==> src/rtl/cfg_twin_pkg.sv <==
package cfg_twin_pkg;
  localparam int unsigned WORD_W   = 16;
  localparam int unsigned RSVD_W   = 4;
  localparam int unsigned MODE_BIT = 15;
  localparam int unsigned ARR_BIT  = 4;

  typedef enum logic [1:0] {
    ARR_DUAL_INDEP = 2'd0,
    ARR_DUAL_CASC  = 2'd1,
    ARR_SINGLE     = 2'd2
  } arrangement_e;
endpackage

==> src/rtl/cfg_swap_edge.sv <==
module cfg_swap_edge (
  input  logic clk,
  input  logic rst_n,
  input  logic level_i,
  output logic tog_o
);
  logic seen_q;
  logic prev_q;

  always_ff @(posedge clk) begin
    if (!rst_n) begin
      seen_q <= 1'b0;
      prev_q <= 1'b0;
    end else begin
      seen_q <= level_i;
      prev_q <= seen_q;
    end
  end

  assign tog_o = seen_q ^ prev_q;

  AST_EDGE_SEEN: assert property (@(posedge clk) disable iff (!rst_n)
    (level_i != seen_q) |=> tog_o);
endmodule

==> src/rtl/cfg_twin_store.sv <==
module cfg_twin_store #(
  parameter int unsigned W      = cfg_twin_pkg::WORD_W,
  parameter int unsigned RSVD_W = cfg_twin_pkg::RSVD_W
) (
  input  logic         clk,
  input  logic         rst_n,
  input  logic         wr_fire,
  input  logic [W-1:0] wr_data,
  input  logic         commit,
  output logic [W-1:0] live_o,
  output logic         err_o
);
  localparam logic [W-1:0] KEEP_MASK = {{(W-RSVD_W){1'b1}}, {RSVD_W{1'b0}}};

  logic [W-1:0] stage_q;
  logic [W-1:0] live_q;
  logic         loaded_q;
  logic         err_q;
  logic         dirty_rsvd;

  assign dirty_rsvd = |wr_data[RSVD_W-1:0];

  always_ff @(posedge clk) begin
    if (!rst_n) begin
      stage_q  <= '0;
      live_q   <= '0;
      loaded_q <= 1'b0;
      err_q    <= 1'b0;
    end else begin
      if (wr_fire) begin
        stage_q <= wr_data;
        if (dirty_rsvd) err_q <= 1'b1;
      end
      if (wr_fire && !loaded_q) begin
        live_q   <= wr_data & KEEP_MASK;
        loaded_q <= 1'b1;
      end else if (commit && loaded_q) begin
        live_q <= stage_q & KEEP_MASK;
      end
    end
  end

  assign live_o = live_q;
  assign err_o  = err_q;

  AST_LIVE_HOLD: assert property (@(posedge clk) disable iff (!rst_n)
    (loaded_q && !commit) |=> $stable(live_q));
  AST_COMMIT_COPY: assert property (@(posedge clk) disable iff (!rst_n)
    (loaded_q && commit) |=> (live_q == ($past(stage_q) & KEEP_MASK)));
  AST_RSVD_CLEAR: assert property (@(posedge clk) disable iff (!rst_n)
    live_q[RSVD_W-1:0] == '0);
  AST_ERR_STICKY: assert property (@(posedge clk) disable iff (!rst_n)
    err_q |=> err_q);
  AST_FIRST_LOAD: assert property (@(posedge clk) disable iff (!rst_n)
    (wr_fire && !loaded_q) |=> (live_q == ($past(wr_data) & KEEP_MASK)));
endmodule

==> src/rtl/cfg_mode_decode.sv <==
module cfg_mode_decode
  import cfg_twin_pkg::*;
(
  input  logic clk,
  input  logic rst_n,
  input  logic single_bit,
  input  logic arr_bit,
  output logic single_o,
  output logic indep_o,
  output logic cascade_o
);
  arrangement_e arr;

  always_comb begin
    if (single_bit)   arr = ARR_SINGLE;
    else if (arr_bit) arr = ARR_DUAL_CASC;
    else              arr = ARR_DUAL_INDEP;
  end

  assign single_o  = (arr == ARR_SINGLE);
  assign indep_o   = (arr == ARR_DUAL_INDEP);
  assign cascade_o = (arr == ARR_DUAL_CASC);

  AST_MODE_ONEHOT: assert property (@(posedge clk) disable iff (!rst_n)
    $onehot({single_o, indep_o, cascade_o}));
endmodule

==> src/rtl/cfg_twin_reg.sv <==
module cfg_twin_reg
  import cfg_twin_pkg::*;
(
  input  logic              clk,
  input  logic              rst_n,
  input  logic              wr_valid,
  output logic              wr_ready,
  input  logic [WORD_W-1:0] wr_data,
  input  logic              commit_tgl,
  output logic [WORD_W-1:0] live_word,
  output logic              mode_single,
  output logic              mode_dual_indep,
  output logic              mode_dual_cascade,
  output logic              rsvd_err
);
  logic ready_q;
  logic commit;
  logic wr_fire;

  always_ff @(posedge clk) begin
    if (!rst_n) ready_q <= 1'b0;
    else        ready_q <= 1'b1;
  end

  assign wr_ready = ready_q;
  assign wr_fire  = wr_valid && ready_q;

  cfg_swap_edge u_edge (
    .clk     (clk),
    .rst_n   (rst_n),
    .level_i (commit_tgl),
    .tog_o   (commit)
  );

  cfg_twin_store #(.W(WORD_W), .RSVD_W(RSVD_W)) u_store (
    .clk     (clk),
    .rst_n   (rst_n),
    .wr_fire (wr_fire),
    .wr_data (wr_data),
    .commit  (commit),
    .live_o  (live_word),
    .err_o   (rsvd_err)
  );

  cfg_mode_decode u_dec (
    .clk        (clk),
    .rst_n      (rst_n),
    .single_bit (live_word[MODE_BIT]),
    .arr_bit    (live_word[ARR_BIT]),
    .single_o   (mode_single),
    .indep_o    (mode_dual_indep),
    .cascade_o  (mode_dual_cascade)
  );

  AST_READY_UP: assert property (@(posedge clk) disable iff (!rst_n)
    rst_n |=> wr_ready);
endmodule

==> config.mk <==
export PLATFORM = sky130hd
export DESIGN_NAME = cfg_twin_reg
export DESIGN_NICKNAME = d
export VERILOG_FILES = /design/src/rtl/cfg_twin_pkg.sv /design/src/rtl/cfg_swap_edge.sv /design/src/rtl/cfg_twin_store.sv /design/src/rtl/cfg_mode_decode.sv /design/src/rtl/cfg_twin_reg.sv
export SDC_FILE = /design/constraint.sdc
export NUM_CORES = 1
export LEC_CHECK = 0
export BUFFER_PORTS_ARGS = -buffer_cell sky130_fd_sc_hd__buf_2
export CORE_ASPECT_RATIO = 0.6
export CORE_MARGIN = 2
export CORE_UTILIZATION = 35
export DETAILED_ROUTE_END_ITERATION = 7
export SLEW_MARGIN = 15
export SYNTH_ARGS = -nofsm -noshare
export SYNTH_HDL_FRONTEND = slang
export SYNTH_SLANG_ARGS = --single-unit
==> constraint.sdc <==
create_clock -name clk -period 1.3 [get_ports clk]
set_input_delay 0.065 -clock clk [delete_from_list [all_inputs] [get_ports clk]]
set_output_delay 0.065 -clock clk [all_outputs]
set_load 0.05 [all_outputs]
==> impl_summary.log <==
[metrics] status: finished, final reports clean
[metrics] part of the Yosys area used for sequential elements: 0.467
[metrics] number of nets in the layout: 198
[metrics] initial core utilization: 0.374
[metrics] TritonRoute pass-1 iters: 4
[metrics] tightest hold margin: 47.1 ps
[metrics] Std-Cell Core Area: 3320 sq um
[metrics] final worst-path setup slack: 120 ps
[metrics] total power draw: 2.22 mW
[metrics] number of pins exceeding their max-slew limit in the final report: 0
[metrics] Die Width: 80.9 microns
[metrics] mean instance size in the synthesized netlist: 8.69 sq um
[metrics] number of cells in the design after placement: 213
[metrics] number of flops mapped to enable cells by yosys: 0
[metrics] vias after detailed routing: 1,083
[metrics] vias in the first global route: 1,000
[metrics] distinct cell type count of the synthesized netlist: 26
[metrics] data required time of the worst path: 1480 ps
[metrics] count of warnings emitted by yosys: 0
[metrics] Syn Std Cell Area: 1240 sq um
[metrics] detailed-routed wire length on met2: 1.16 mm
[metrics] post-route fraction of the period consumed by the critical path: 0.908
[metrics] post-route cell area: 1530 sq um
[metrics] overflow left after global routing: 0
[metrics] path type of the worst setup path: reg2reg
[metrics] clock latency on the worst-skew pair: 280 ps
[metrics] top-level port count: 41
[metrics] TritonCTS clock tree: done
[metrics] final antenna diode count: 0
[metrics] Pwr per Cell Area: 1450 nW/um^2
[metrics] average routed wire per standard cell: 12.7 microns
[metrics] H-tree depth reported by CTS: 2
[metrics] area growth from synthesis to layout: 23.1%
[metrics] number of clock sinks seen by CTS: 29
[metrics] critical path data arrival time: 1360 ps
[metrics] global router's overall resource usage: 0.155
[metrics] post-detailed-route count of antenna-violating nets: 0
[metrics] Post-synth ARST share: 0
[metrics] length of routed wiring on met1: 1.44 mm
[metrics] area leader, netlist: dfxtp_1
[metrics] final critical path time including I/O delays and setup: 1180 ps
[metrics] antenna violations before repair: 0
[metrics] DR iter-0 viols: 54
[metrics] biggest area contributors in the synthesized netlist: dfxtp_1 47%, a21boi_0 9.1%, nand2_1 7.6%
[metrics] worst clock skew on the final layout: 7.66 ps
[metrics] most instantiated flip-flop cell in the synthesis netlist: dfxtp_1
[metrics] RSZ-0062 raised after global routing: false
[metrics] CTS Root Cell: clkbuf_8
[metrics] dpl hpwl: 2.00 mm
[metrics] Clock Tree Buf Depth: 2
[metrics] final hold violation count: 0
[metrics] share of cells above drive strength 1: 0.296
[metrics] share of the core filled with cells: 0.460
[metrics] final routed DRC violation total: 0
[metrics] endpoint kind of the worst setup timing path: flip-flop
[metrics] Highest Signal Layer: met4
[metrics] final count of negative-setup-slack endpoints: 0
[metrics] final-layout setup total negative slack: 0 ps
[metrics] Max Cap Violations: 0
[metrics] standby leakage power: 0.629 nW
[metrics] chip height: 50.2 microns
[metrics] total placed instance area: 1400 sq um
[metrics] CTS Buf Count: 5
[metrics] Peak VDD IR: 0.000602 V
[metrics] largest driver fanout on the critical path: 9
[metrics] post-synthesis register bit count: 29
[metrics] wire length reported by the detailed router: 2.85 mm
[metrics] Final Instance Count excl. Fillers: 224
[metrics] gp weighted congestion: 0.759
[metrics] ratio of routed vias to standard cells: 4.83
[metrics] PortBufs: 36
[metrics] type of origin of the critical path: flip-flop
[metrics] die outline area: 4060 sq um
[metrics] maximum number of pins on one net before global-route repair: 30
[metrics] post-placement setup slack: 11.8 ps
[metrics] first-pass GRT wire length: 4.66 mm
[metrics] wire length on met3: 202 microns
[metrics] clock-pin slew on the worst setup and hold paths: 60 ps
[metrics] number of standard-cell rows in the floorplan: 16
[metrics] maximum operating frequency: 848 MHz
[metrics] area share of the largest cell type after synthesis: 0.467
[metrics] classification of the worst-slack hold path: in2reg
[metrics] synthesized netlist cell count: 143
## final cells by class
cell class / instances / area, sq um
clock buffer: 7 / 96.3
clock inverter: 1 / 5.00
fill: 341 / 1790
tap: 45 / 56.3
timing repair buffer: 41 / 220
inverter: 1 / 3.75
multi-input combinational: 100 / 564
sequential: 29 / 583
## repair_timing
action	CTS	global route
hold endpoints to repair	1	0
setup buffers	2	0
pin swaps	0	0
gates resized for setup	0	1
hold buffers	1	0
setup endpoints to repair	2	1
## Yosys cell counts (2+ instances only)
cell,number
dfxtp_1,29
nand2_1,25
a21boi_0,15
nor2_1,11
a211oi_1,9
buf_4,9
nor3_1,9
o21ai_0,9
a32oi_1,3
and2_1,3
clkbuf_1,3
o211ai_1,3
buf_2,2
## sequential cells by signal (all words and copies together), names as in the netlist
name              count
u_edge.seen_q         1
u_store.err_o         1
u_edge.prev_q         1
u_store.stage_q      12
u_store.loaded_q      1
u_store.live_o       12
wr_ready              1
## layer usage
metal / global-route usage / vias up
li1: - / 553
met5: 0 / -
met2: 0.215 / 36
met4: 0.0678 / 0
met1: 0.212 / 488
met3: 0.0612 / 6
## critical path: stages, from the launching register on
cell and delay (ps):
dfxtp_1 390, xor2_2 230, nand2_2 200, a211oi_1 260
## cells in the final DEF (no fill, tap or decap)
cell,Yosys,routed
nand2_2,1,1
dlygate4sd3_1,0,1
clkbuf_8,0,7
nand2_1,25,25
a32oi_1,3,3
a211oi_1,9,9
clkinv_2,0,1
dfxtp_1,29,27
a21boi_0,15,15
nor2b_1,1,1
and2_1,3,3
nor3_1,9,9
nand3b_1,1,1
o21a_1,1,1
a21boi_1,1,1
inv_1,1,1
dfxtp_2,0,2
o21ai_0,9,9
o211ai_1,3,3
and3b_2,1,1
xor2_2,1,1
xnor2_1,1,1
conb_1,1,4
buf_2,2,36
nor2_1,11,11
nor4_1,1,1
buf_4,9,4
## final timing paths
check	slack (ps)	cells past startpoint	endpoint	start
setup / recovery	120	3	u_store.live_o[4]	u_edge.seen_q
hold / removal	50	3	u_store.stage_q[14]	wr_data[14]
setup reg to reg	120	3	u_store.live_o[4]	u_edge.seen_q
hold reg to reg	470	2	u_store.stage_q[14]	u_store.stage_q[14]
## logic make-up (layout without fill, tap and decap cells)
kind of cell              Yosys count  in the layout  synth area share
buffers and inverters              17             50            0.0876
and+or+nand+nor                    53             53             0.189
AOI/OAI and AO/OA                  41             41             0.233
DFF                                29             29             0.467
other                               1              4           0.00302
xor gates and xnor gates            2              2            0.0201
## power breakdown
part / total [mW] / switching [mW] / internal (mW) / leakage, nW
combinational: 0.429 / 0.309 / 0.120 / 0.336
sequential: 0.983 / 0.0362 / 0.946 / 0.239
clock: 0.809 / 0.332 / 0.477 / 0.0542
(Power assumes the default switching activity.)
